--- src/rtl/irq_flag_ctrl.sv ---
module irq_flag_ctrl #(
  parameter int NUM_EXT = 2,
  parameter int TIMER_W = 4,
  localparam int NSRC = NUM_EXT + 2
) (
  input  logic               clk,
  input  logic               rst_n,
  input  logic [NUM_EXT-1:0] ev_i,
  input  logic               pll_en_i,
  input  logic               pll_lock_i,
  input  logic [TIMER_W-1:0] lock_time_i,
  input  logic               bus_sel,
  input  logic               bus_wr,
  input  logic [1:0]         bus_addr,
  input  logic [NSRC-1:0]    bus_wdata,
  output logic [NSRC-1:0]    bus_rdata,
  output logic               irq_o
);

  localparam logic [1:0] A_FLAG = 2'd0;
  localparam logic [1:0] A_ESET = 2'd1;
  localparam logic [1:0] A_ECLR = 2'd2;

  logic [NSRC-1:0]    flag_q, en_q;
  logic [TIMER_W-1:0] cnt_q;
  logic               lock_q, pllen_q, run_q;

  wire wr_en = bus_sel & bus_wr;
  wire [NSRC-1:0] flag_clr = (wr_en && bus_addr == A_FLAG) ? bus_wdata : '0;
  wire [NSRC-1:0] en_set   = (wr_en && bus_addr == A_ESET) ? bus_wdata : '0;
  wire [NSRC-1:0] en_clr   = (wr_en && bus_addr == A_ECLR) ? bus_wdata : '0;

  wire lock_lost = pll_en_i & lock_q & ~pll_lock_i;
  wire pll_start = pll_en_i & ~pllen_q;
  wire timeout   = run_q & pll_en_i & (cnt_q == lock_time_i);
  wire [NSRC-1:0] ev_set = {ev_i, timeout, lock_lost};

  always_ff @(posedge clk or negedge rst_n) begin
    if (!rst_n) begin
      lock_q  <= 1'b0;
      pllen_q <= 1'b0;
      run_q   <= 1'b0;
      cnt_q   <= '0;
    end else begin
      lock_q  <= pll_lock_i;
      pllen_q <= pll_en_i;
      if (pll_start) begin
        run_q <= 1'b1;
        cnt_q <= '0;
      end else if (run_q) begin
        if (!pll_en_i || timeout) run_q <= 1'b0;
        else cnt_q <= cnt_q + 1'b1;
      end
    end
  end

  always_ff @(posedge clk or negedge rst_n) begin
    if (!rst_n) begin
      flag_q <= '0;
      en_q   <= '0;
    end else begin
      flag_q <= (flag_q & ~flag_clr) | ev_set;
      en_q   <= (en_q | en_set) & ~en_clr;
    end
  end

  always_comb begin
    case (bus_addr)
      A_FLAG:         bus_rdata = flag_q;
      A_ESET, A_ECLR: bus_rdata = en_q;
      default:        bus_rdata = '0;
    endcase
  end

  assign irq_o = |(flag_q & en_q);

endmodule

--- config.mk ---
export PLATFORM = sky130hd
export DESIGN_NAME = irq_flag_ctrl
export DESIGN_NICKNAME = d
export VERILOG_FILES = /design/src/rtl/irq_flag_ctrl.sv
export SDC_FILE = /design/constraint.sdc
export NUM_CORES = 1
export LEC_CHECK = 0
export BUFFER_PORTS_ARGS = -buffer_cell sky130_fd_sc_hd__buf_2
export CORE_MARGIN = 5
export CORE_UTILIZATION = 49
export CTS_CLUSTER_DIAMETER = 40
export CTS_CLUSTER_SIZE = 25
export DETAILED_ROUTE_END_ITERATION = 12
export PLACE_DENSITY_LB_ADDON = 0.12
export SYNTH_ARGS = -nofsm -noshare
export SYNTH_HDL_FRONTEND = slang
export SYNTH_SLANG_ARGS = --single-unit
--- constraint.sdc ---
create_clock -name clk -period 1.5 [get_ports clk]
set_input_delay 0.15 -clock clk [delete_from_list [all_inputs] [get_ports clk]]
set_output_delay 0.15 -clock clk [all_outputs]
set_load 0.05 [all_outputs]
== After elaboration in Yosys (flattened, before gate mapping) ==
Cells that the tools add are included.
Storage, ports and cells
  flip-flop bits (word level): 15
  bits of input ports: 18
  word-level logic and storage cells: 46
Operators by class
  eq/ne operators: 4
  mux-type cells: 10
  add/subtract/negate cells: 1
  reduce and logical (&&, ||, !) cells: 10
  bitwise logic cells: 15
Operators by type and width (count)
  $mux 4: 6
  $and 4x4->4: 3
  $not 4->4: 2
  $or 4x4->4: 2
  $pmux 4 s2: 1
  $and 1x1->1: 6
  $add 4x1->4 const B: 1
  $eq 4x4->1: 1
  $reduce_or 4->1: 1
  $logic_and 1x1->1: 3
  $mux 1: 3
  $eq 2x1->1 const B: 1
  $eq 2x2->1 const B: 1
  $logic_not 2->1: 1
  $ne 2x2->1 const B: 1
  $not 1->1: 2
  $reduce_and 2->1: 1
  $reduce_bool 2->1: 1
  $reduce_or 2->1: 1
  $logic_not 1->1: 1
  $logic_or 1x1->1: 1

== Longest topological paths before layout ==
Gate-level depths: netlist of run 1.
  depth after elaboration: 6
  mapped depth: 6
  depth with buffers taken out: 6

== Worst setup path after synthesis of run 1 ==
No wires, ideal clock.
  path type: input -> output
  start point: input bus_addr[0]
  end point: output bus_rdata[0]
  data arrival time: 1.218 ns
  cell stages on the path: 4
  path buffers: 0
  slack: 0.132 ns
  data required time: 1.350 ns
  path through: inv_1 > ha_1 > a22oi_1 > nor2_1
On the way
  longest elaborated chain between the ends: 3
RTL lines
  start, declared: line 14  | input logic [1:0] bus_addr,
  $eq 2x1->1 or $eq 2x2->1 (tied branches): line 68  | case (bus_addr)
  $reduce_or 2->1: line 68
  $pmux 4 s2 *: line 68
  end, declared: line 16  | output logic [NSRC-1:0] bus_rdata,
Mark *: on every way between the ends. The rest lies on a longest branch, timed or not.

== Worst setup path after layout of run 1 ==
  start point: register cnt_q[0]
  end point: register cnt_q[0]
On the way
  longest elaborated chain between the ends: 5
RTL lines
  start, declared: line 25  | logic [TIMER_W-1:0] cnt_q;
  start signal, assigned: line 52  | else cnt_q <= cnt_q + 1'b1;
  parallel branches: the longest is 5 deep, another holds $add 4x1->4
Parallel ways; which one is timed is not known. The select of a mux whose other input is x is not followed.
A chain may end at the register's enable or synchronous reset.

==> impl_metrics.env, run 1 <==
export IMPL_cp_data_required_time_ps=1680
export IMPL_crit_path_frequent_cell="xnor2_1"
export IMPL_synth_distinct_cells=19
export IMPL_dieArea_sq_mm=0.00247
export IMPL_drt_antenna_violating_nets=0
export IMPL_cp_slowest_cell="dfrtp_1"
export IMPL_gp_congestion=0.753
export IMPL_path_class="reg -> reg"
export IMPL_whs_ps=38.9
export IMPL_synth_seq_area_share=0.485
export IMPL_holdPathEnd="flag_q[2]"
export IMPL_synthXorXnorAreaFrac=0.0566
export IMPL_synthToLayoutAreaGrowth_pct=25.6
export IMPL_grt_pass1_vias=668
export IMPL_first_iter_violations=11
export IMPL_rows=14
export IMPL_skew_ps=8.34
export IMPL_post_drt_via_cell_ratio=5.34
export IMPL_max_freq_mhz=725
export IMPL_holdPathStages=2
export IMPL_final_common_cell="buf_2"
export IMPL_hold_viol=0
export IMPL_cts_buffers=3
export IMPL_insertedDiodeCount=0
export IMPL_cts_sinks=15
export IMPL_final_max_slew_violation_count=0
export IMPL_worst_pin_slew_ps=332
export IMPL_synth_compound_gate_area_share=0.188
export IMPL_nNetsFinal=132
export IMPL_vdd_drop_max_mv=0.811
export IMPL_clk_pin_slew_ps=100
export IMPL_ys_warn_count=0
export IMPL_post_route_min_period_ps=1380
export IMPL_first_pass_iters=3
export IMPL_start_util=0.513
export IMPL_p_leak_nw=0.478
export IMPL_final_cell_mix="22 x buf_2, 15 x dfrtp_1, 12 x nand2_1"
export IMPL_grt_max_degree=16
export IMPL_gr_usage_all_layers=0.155
export IMPL_final_util=0.645
export IMPL_cp_data_arrival_time_ps=1560
export IMPL_synth_top_family_by_area="compound AO/OA/AOI/OAI gates"
export IMPL_clk_path_buf_depth=2
export IMPL_syn_num_nets=101
export IMPL_critPathMaxFanout=5
export IMPL_hold_class="in -> reg"
export IMPL_post_drt_wl_per_cell_um=13.5
export IMPL_grt_pass1_wl_mm=2.96
export IMPL_cts_root_buf="clkbuf_4"
export IMPL_tritoncts="done"
export IMPL_reg2regPathDepth=5
export IMPL_synth_area_per_cell_sq_um=9.91
export IMPL_die_width_um=49.7
export IMPL_vias=662
export IMPL_hpwl_mm=1.32
export IMPL_clock_latency_ps=290
export IMPL_regToRegEndpoint="cnt_q[0]"
export IMPL_ys_ff_latch=15
export IMPL_ios=23
export IMPL_grt_overflow=0
export IMPL_crit_path_start_kind="flip-flop"
export IMPL_synth_cells=78
export IMPL_r2r_slack_ps=120
export IMPL_drive_gt1_frac=0.278
export IMPL_rsz0062_at_grt="no"
export IMPL_setup_viol=0
export IMPL_synthSimpleGateAreaFrac=0.167
export IMPL_syn_area_sq_um=773
export IMPL_reg2reg_from="cnt_q[0]"
export IMPL_yosys_top_cells_area="dfrtp_1 49%, ha_1 8.1%, a21oi_1 5.8%"
export IMPL_path_cells="xnor2_1 -> a41oi_2 -> buf_4 -> xnor2_1 -> nor2_1"
export IMPL_fin_tns_setup_ps=0
export IMPL_end_kind="flip-flop"
export IMPL_routed_wl_mm=1.67
export IMPL_post_route_drc_count=0
export IMPL_die_h_um=49.7
export IMPL_synth_top_area_share=0.485
export IMPL_synthDominantAreaCellType="dfrtp_1"
export IMPL_finalCritPeriodShare=0.920
export IMPL_hold_start="ev_i[0]"
export IMPL_cts_resized=0
export IMPL_cap_viol_max_count=0
export IMPL_status="finished, final reports clean"
export IMPL_antenna_found_initial=0
export IMPL_max_stage_delay_ps=450
export IMPL_htree_levels=1
export IMPL_core_sq_mm=0.00151
export IMPL_yosys_area_share_adder=0.0809
export IMPL_p_per_area_mw_per_mm2=1120
export IMPL_io_buffer_count=22
export IMPL_synth_mux_area_frac=0.0129
export IMPL_slew_headroom=0.779
==> where the power goes <==
group          switching, W  internal (W)
Clock              0.000135      0.000101
Combinational      0.000200      0.000122
Sequential        0.0000591      0.000466
==> sequential cells by signal (all words and copies together), names as in the netlist <==
name and flops:
cnt_q 4, en_q 4, flag_q 4, lock_q 1, pllen_q 1, run_q 1
==> layout make-up <==
class,instances,area (sq um)
Tap cell,16,20.0
Timing Repair Buffer,26,148
Fill cell,136,536
Inverter,2,7.51
Multi-Input combinational cell,61,390
Clock buffer,3,22.5
Clock inverter,1,7.51
Sequential cell,15,375
==> Yosys cell counts <==
library cell  count
a21o_1            2
a21oi_1           9
a22oi_1           6
a31o_2            1
a41oi_2           1
and3_1            3
dfrtp_1          15
ha_1              5
inv_1             2
mux2i_1           1
nand2_1          12
nand2b_1          2
nand3_1           1
nand4_1           2
nor2_1            6
nor2b_1           1
o21ai_0           3
or2_2             1
xnor2_1           5
==> per-stage QoR <==
step / power, W / cell area (sq um) / setup WS (ps) / cells
2_1_floorplan: 0.000750 / 773 / 132 / 78
3_3_place_gp: 0.000840 / 903 / 158 / 116
3_5_place_dp: 0.000849 / 903 / 109 / 116
4_1_cts: 0.00109 / 953 / 97.9 / 122
5_1_grt: 0.00117 / 971 / 11.7 / 124
6_report: 0.00108 / 971 / 120 / 124
==> critical path: cells and delay by family, from the launching register on <==
kind                   cells  cell delay, ps
buffers and inverters      1             190
flip-flops                 1             450
XOR/XNOR                   2             370
AO/OA/AOI/OAI              1             200
AND/OR/NAND/NOR            1              60
==> what timing repair did <==
action                                 in CTS  in global routing
endpoints found under the hold margin      16                  1
setup endpoints to repair                   0                  2
hold buffers                                2                  1
setup buffers                               0                  1
==> metal layers <==
metal  part of all wire  track usage  vias to the layer above  wire length, um
met2               0.49        0.235                       11              822
li1                   -            -                      337                -
met3              0.049       0.0572                        2               82
met4             0.0078       0.0524                        0               13
met5                  0            0                        -                0
met1               0.45        0.203                      312              749
==> cell families (layout without fill, tap and decap cells) <==
logic type	count (synthesis)	count (layout)
buf+inv	2	32
simple gates	28	28
xor+xnor	5	5
mux	1	1
fa+ha+maj	5	5
flops	15	15
compound gates	22	22
==> worst max-delay path by stage <==
stage / cells after the start / slack (ps) / endpoint / startpoint
after floorplan: 4 / 130 / bus_rdata[0] / bus_addr[0]
after global placement: 4 / 160 / cnt_q[2] / cnt_q[2]
after detailed placement: 4 / 110 / cnt_q[2] / cnt_q[2]
after CTS: 4 / 100 / cnt_q[2] / cnt_q[2]
after global routing: 5 / 10 / cnt_q[0] / cnt_q[0]
final: 5 / 120 / cnt_q[0] / cnt_q[0]
No activity file was read; power rests on OpenSTA's default activity.
==> run 2, diff against run 1 <==
GPL_TIMING_DRIVEN = 0   (was unset)
==> impl_metrics.env, run 2 (same netlist as run 1, synthesis figures left out) <==
export IMPL_insertedDiodeCount=0
export IMPL_reg2reg_from="cnt_q[2]"
export IMPL_cap_viol_max_count=0
export IMPL_clk_path_buf_depth=2
export IMPL_antenna_found_initial=0
export IMPL_io_buffer_count=22
export IMPL_final_common_cell="buf_2"
export IMPL_max_freq_mhz=710
export IMPL_cts_buffers=3
export IMPL_core_sq_mm=0.00151
export IMPL_intPower_w=0.000688
export IMPL_power_w=0.00106
export IMPL_ios=23
export IMPL_clk_pin_slew_ps=80
export IMPL_post_drt_wl_per_cell_um=13.3
export IMPL_reg_top3="cnt_q x4, en_q x4, flag_q x4"
export IMPL_clock_latency_ps=270
export IMPL_routed_wl_mm=1.62
export IMPL_hold_viol=0
export IMPL_swShare=0.350
export IMPL_post_route_min_period_ps=1410
export IMPL_rsz0062_at_grt="no"
export IMPL_worst_pin_slew_ps=351
export IMPL_first_iter_violations=5
export IMPL_vias=657
export IMPL_postCtsSetupRepairBufs=0
export IMPL_first_pass_iters=2
export IMPL_p_seq_frac=0.494
export IMPL_post_place_ws_ps=114
export IMPL_hpwl_mm=1.28
export IMPL_setup_viol=0
export IMPL_cp_data_arrival_time_ps=1580
export IMPL_cts_sinks=15
export IMPL_grt_pass1_vias=710
export IMPL_drive_gt1_frac=0.264
export IMPL_crit_path_start_kind="flip-flop"
export IMPL_die_h_um=49.7
export IMPL_end_kind="flip-flop"
export IMPL_cp_data_required_time_ps=1670
export IMPL_drt_antenna_violating_nets=0
export IMPL_power_switching_w=0.000370
export IMPL_skew_ps=3.40
export IMPL_post_drt_via_cell_ratio=5.39
export IMPL_final_cell_mix="22 x buf_2, 15 x dfrtp_1, 12 x nand2_1"
export IMPL_cts_hold_buf=2
export IMPL_grt_max_degree=16
export IMPL_p_per_area_mw_per_mm2=1110
export IMPL_nNetsFinal=130
export IMPL_gr_usage_all_layers=0.153
export IMPL_final_max_slew_violation_count=0
export IMPL_comb_power_share=0.303
export IMPL_critPathMaxFanout=7
export IMPL_tritoncts="done"
export IMPL_fin_ws_ps=91.1
export IMPL_hold_class="in -> reg"
export IMPL_grt_pass1_wl_mm=2.95
export IMPL_post_route_drc_count=0
export IMPL_vdd_drop_max_mv=0.616
export IMPL_p_leak_nw=0.470
export IMPL_r2r_slack_ps=90
export IMPL_reg2regPathDepth=4
export IMPL_dieArea_sq_mm=0.00247
export IMPL_grt_overflow=0
export IMPL_holdPathEnd="pllen_q"
export IMPL_htree_levels=1
export IMPL_hold_start="pll_en_i"
export IMPL_finalCritPeriodShare=0.939
export IMPL_synthToLayoutAreaGrowth_pct=22.8
export IMPL_regToRegEndpoint="cnt_q[2]"
export IMPL_holdPathStages=1
export IMPL_status="finished, final reports clean"
export IMPL_fin_tns_setup_ps=0
export IMPL_path_class="reg -> reg"
export IMPL_die_width_um=49.7
export IMPL_p_clk_frac=0.203
export IMPL_cts_resized=0
export IMPL_slew_headroom=0.766
export IMPL_cts_root_buf="clkbuf_4"
export IMPL_rows=14
export IMPL_gp_congestion=0.744
export IMPL_start_util=0.513
==> run 2: cell types whose count changed in the layout (fill, tap and decap cells not counted) <==
cell / before / now
buf_4: 1 / 0
clkbuf_1: 0 / 1
dlygate4sd3_1: 3 / 2
clkinvlp_4: 1 / 0
==> run 2: through the flow <==
| stage | area [sq um] | instances | utilization | hold WS [ps] |
|---|---|---|---|---|
| 2_1_floorplan | 773 | 78 | - | -146 |
| 3_3_place_gp | 903 | 116 | 0.600 | 71.2 |
| 3_5_place_dp | 903 | 116 | 0.600 | 70.6 |
| 4_1_cts | 950 | 122 | 0.630 | 28.9 |
| 5_1_grt | 950 | 122 | 0.630 | 18.3 |
| 6_report | 950 | 122 | 0.630 | 44.9 |
==> run 2: critical path, stage by stage, from the launching register on <==
cell	delay, ps
dfrtp_1	430
xnor2_1	170
a41oi_2	370
a21oi_1	110
a31o_2	220
==> run 2: worst max-delay path by stage <==
stage	startpoint	end	slack, ps	cells after the start
finish	cnt_q[2]	cnt_q[2]	90	4
global route	cnt_q[2]	cnt_q[2]	0.5	4
CTS	cnt_q[0]	cnt_q[2]	100	4
detailed placement	cnt_q[2]	cnt_q[2]	110	4
global placement	cnt_q[2]	cnt_q[2]	140	4
floorplan	bus_addr[0]	bus_rdata[0]	130	4
==> run 2: power by group through the flow <==
stage                     Sequential [W]  Clock (W)  Combinational, W
final                           0.000523   0.000215          0.000320
after global routing            0.000533   0.000256          0.000354
after CTS                       0.000523   0.000229          0.000323
after detailed placement        0.000530          0          0.000319
after global placement          0.000529          0          0.000310
after floorplan                 0.000517          0          0.000234
==> run 2: area by class of cell <==
class	count	area, sq um
inverters	2	7.51
flip-flops and latches	15	375
repair buffers	24	130
clock buffers	4	26.3
well taps	16	20.0
fillers	140	557
multi-input cells	61	390
==> run 2: routing by layer <==
layer / vias to the layer above / track usage / part of all wire
li1: 334 / - / -
met2: 11 / 0.227 / 0.46
met4: 0 / 0.0480 / 0.0049
met3: 2 / 0.0602 / 0.048
met5: - / 0 / 0
met1: 310 / 0.203 / 0.49
==> run 3, diff against run 2 <==
CORE_UTILIZATION = 50   (was 49)
CTS_BUF_LIST = sky130_fd_sc_hd__clkbuf_2 sky130_fd_sc_hd__clkbuf_4 sky130_fd_sc_hd__clkbuf_8   (was unset)
==> impl_metrics.env, run 3 (same netlist as run 1, synthesis figures left out) <==
export IMPL_finalCritPeriodShare=0.921
export IMPL_gr_usage_all_layers=0.152
export IMPL_slew_headroom=0.768
export IMPL_vias=670
export IMPL_first_pass_iters=4
export IMPL_end_kind="flip-flop"
export IMPL_die_width_um=49.3
export IMPL_path_cells="xnor2_1 -> a41oi_2 -> a21oi_1 -> a31o_2"
export IMPL_start_util=0.519
export IMPL_crit_path_start_kind="flip-flop"
export IMPL_routed_wl_mm=1.56
export IMPL_final_common_cell="buf_2"
export IMPL_dieArea_sq_mm=0.00243
export IMPL_post_drt_via_cell_ratio=5.49
export IMPL_hold_viol=0
export IMPL_post_drt_wl_per_cell_um=12.7
export IMPL_holdPathStages=1
export IMPL_power_w=0.00108
export IMPL_final_max_slew_violation_count=0
export IMPL_reg2regPathDepth=4
export IMPL_final_util=0.644
export IMPL_gp_congestion=0.700
export IMPL_fin_tns_setup_ps=0
export IMPL_skew_ps=1.22
export IMPL_holdPathEnd="pllen_q"
export IMPL_ios=23
export IMPL_clock_latency_ps=290
export IMPL_hpwl_mm=1.27
export IMPL_critPathMaxFanout=7
export IMPL_nNetsFinal=130
export IMPL_reg2reg_from="cnt_q[2]"
export IMPL_max_freq_mhz=724
export IMPL_whs_ps=21.3
export IMPL_rows=14
export IMPL_tritoncts="done"
export IMPL_insertedDiodeCount=0
export IMPL_htree_levels=1
export IMPL_p_per_area_mw_per_mm2=1120
export IMPL_hold_start="pll_en_i"
export IMPL_cap_viol_max_count=0
export IMPL_grt_pass1_vias=675
export IMPL_postCtsSetupRepairBufs=0
export IMPL_status="finished, final reports clean"
export IMPL_grt_max_degree=16
export IMPL_path_class="reg -> reg"
export IMPL_worst_pin_slew_ps=347
export IMPL_path_buf_inv=0
export IMPL_clk_pin_slew_ps=90
export IMPL_regToRegEndpoint="cnt_q[2]"
export IMPL_antenna_found_initial=0
export IMPL_cp_slowest_cell="dfrtp_1"
export IMPL_r2r_slack_ps=120
export IMPL_final_cell_mix="22 x buf_2, 15 x dfrtp_1, 12 x nand2_1"
export IMPL_grt_pass1_wl_mm=2.87
export IMPL_post_route_drc_count=0
export IMPL_critPathTopFamily="compound AO/OA/AOI/OAI gates"
export IMPL_core_sq_mm=0.00149
export IMPL_drive_gt1_frac=0.283
export IMPL_cp_data_required_time_ps=1680
export IMPL_drt_antenna_violating_nets=0
export IMPL_cts_sinks=15
export IMPL_grt_overflow=0
export IMPL_cts_root_buf="clkbuf_4"
export IMPL_setup_viol=0
export IMPL_rsz0062_at_grt="no"
export IMPL_synthToLayoutAreaGrowth_pct=23.9
export IMPL_max_stage_delay_ps=420
export IMPL_hold_class="in -> reg"
export IMPL_p_leak_nw=0.478
export IMPL_vdd_drop_max_mv=0.747
export IMPL_reg_top3="cnt_q x4, en_q x4, flag_q x4"
export IMPL_clk_path_buf_depth=2
export IMPL_io_buffer_count=22
export IMPL_first_iter_violations=8
export IMPL_die_h_um=49.3
export IMPL_cp_data_arrival_time_ps=1570
export IMPL_cts_buffers=3
export IMPL_post_route_min_period_ps=1380
==> run 3: worst register-to-register path, delay by kind of cell, from the launching register on <==
kind            cells  cell delay (ps)
xor+xnor            1              160
compound gates      3              700
flops               1              420
==> run 3: where the power goes <==
part           switching [W]  internal, W
sequential         0.0000588     0.000466
clock               0.000130    0.0000992
combinational       0.000199     0.000124
total               0.000387     0.000689
==> run 3: cell type report <==
type                       instances  area [sq um]
clock buffer                       3          22.5
sequential                        15           375
tap                               16          20.0
multi-input combinational         61           398
inverter                           2          7.51
fill                             125           531
clock inverter                     1          5.00
timing repair buffer              24           130
==> run 3: worst max-delay path by stage <==
| stage | from | endpoint | depth (start not counted) |
|---|---|---|---|
| after global placement | cnt_q[2] | cnt_q[2] | 4 |
| final | cnt_q[2] | cnt_q[2] | 4 |
| after global routing | cnt_q[2] | cnt_q[2] | 4 |
| after detailed placement | cnt_q[0] | run_q | 3 |
| after floorplan | bus_addr[0] | bus_rdata[0] | 4 |
| after CTS | cnt_q[0] | cnt_q[2] | 4 |
==> run 3: per-stage QoR <==
stage	std cells	worst slack, ps	instance area [sq um]
detailed placement	116	115	903
global placement	116	134	903
CTS	122	107	951
floorplan	78	132	773
global route	122	1.12	958
finish	122	118	958
==> run 3: timing repair <==
action                     in CTS  in global routing
gates resized for setup         0                  1
hold endpoints to repair       16                  0
hold buffers                    2                  0
setup endpoints to repair       0                  2
==> run 3: routing by layer <==
metal	wire, um	vias up	global-route usage	share of wire
met5	0	-	0	0
li1	-	332	-	-
met2	810	17	0.253	0.52
met1	583	316	0.168	0.37
met3	124	5	0.0489	0.080
met4	38	0	0.0807	0.024
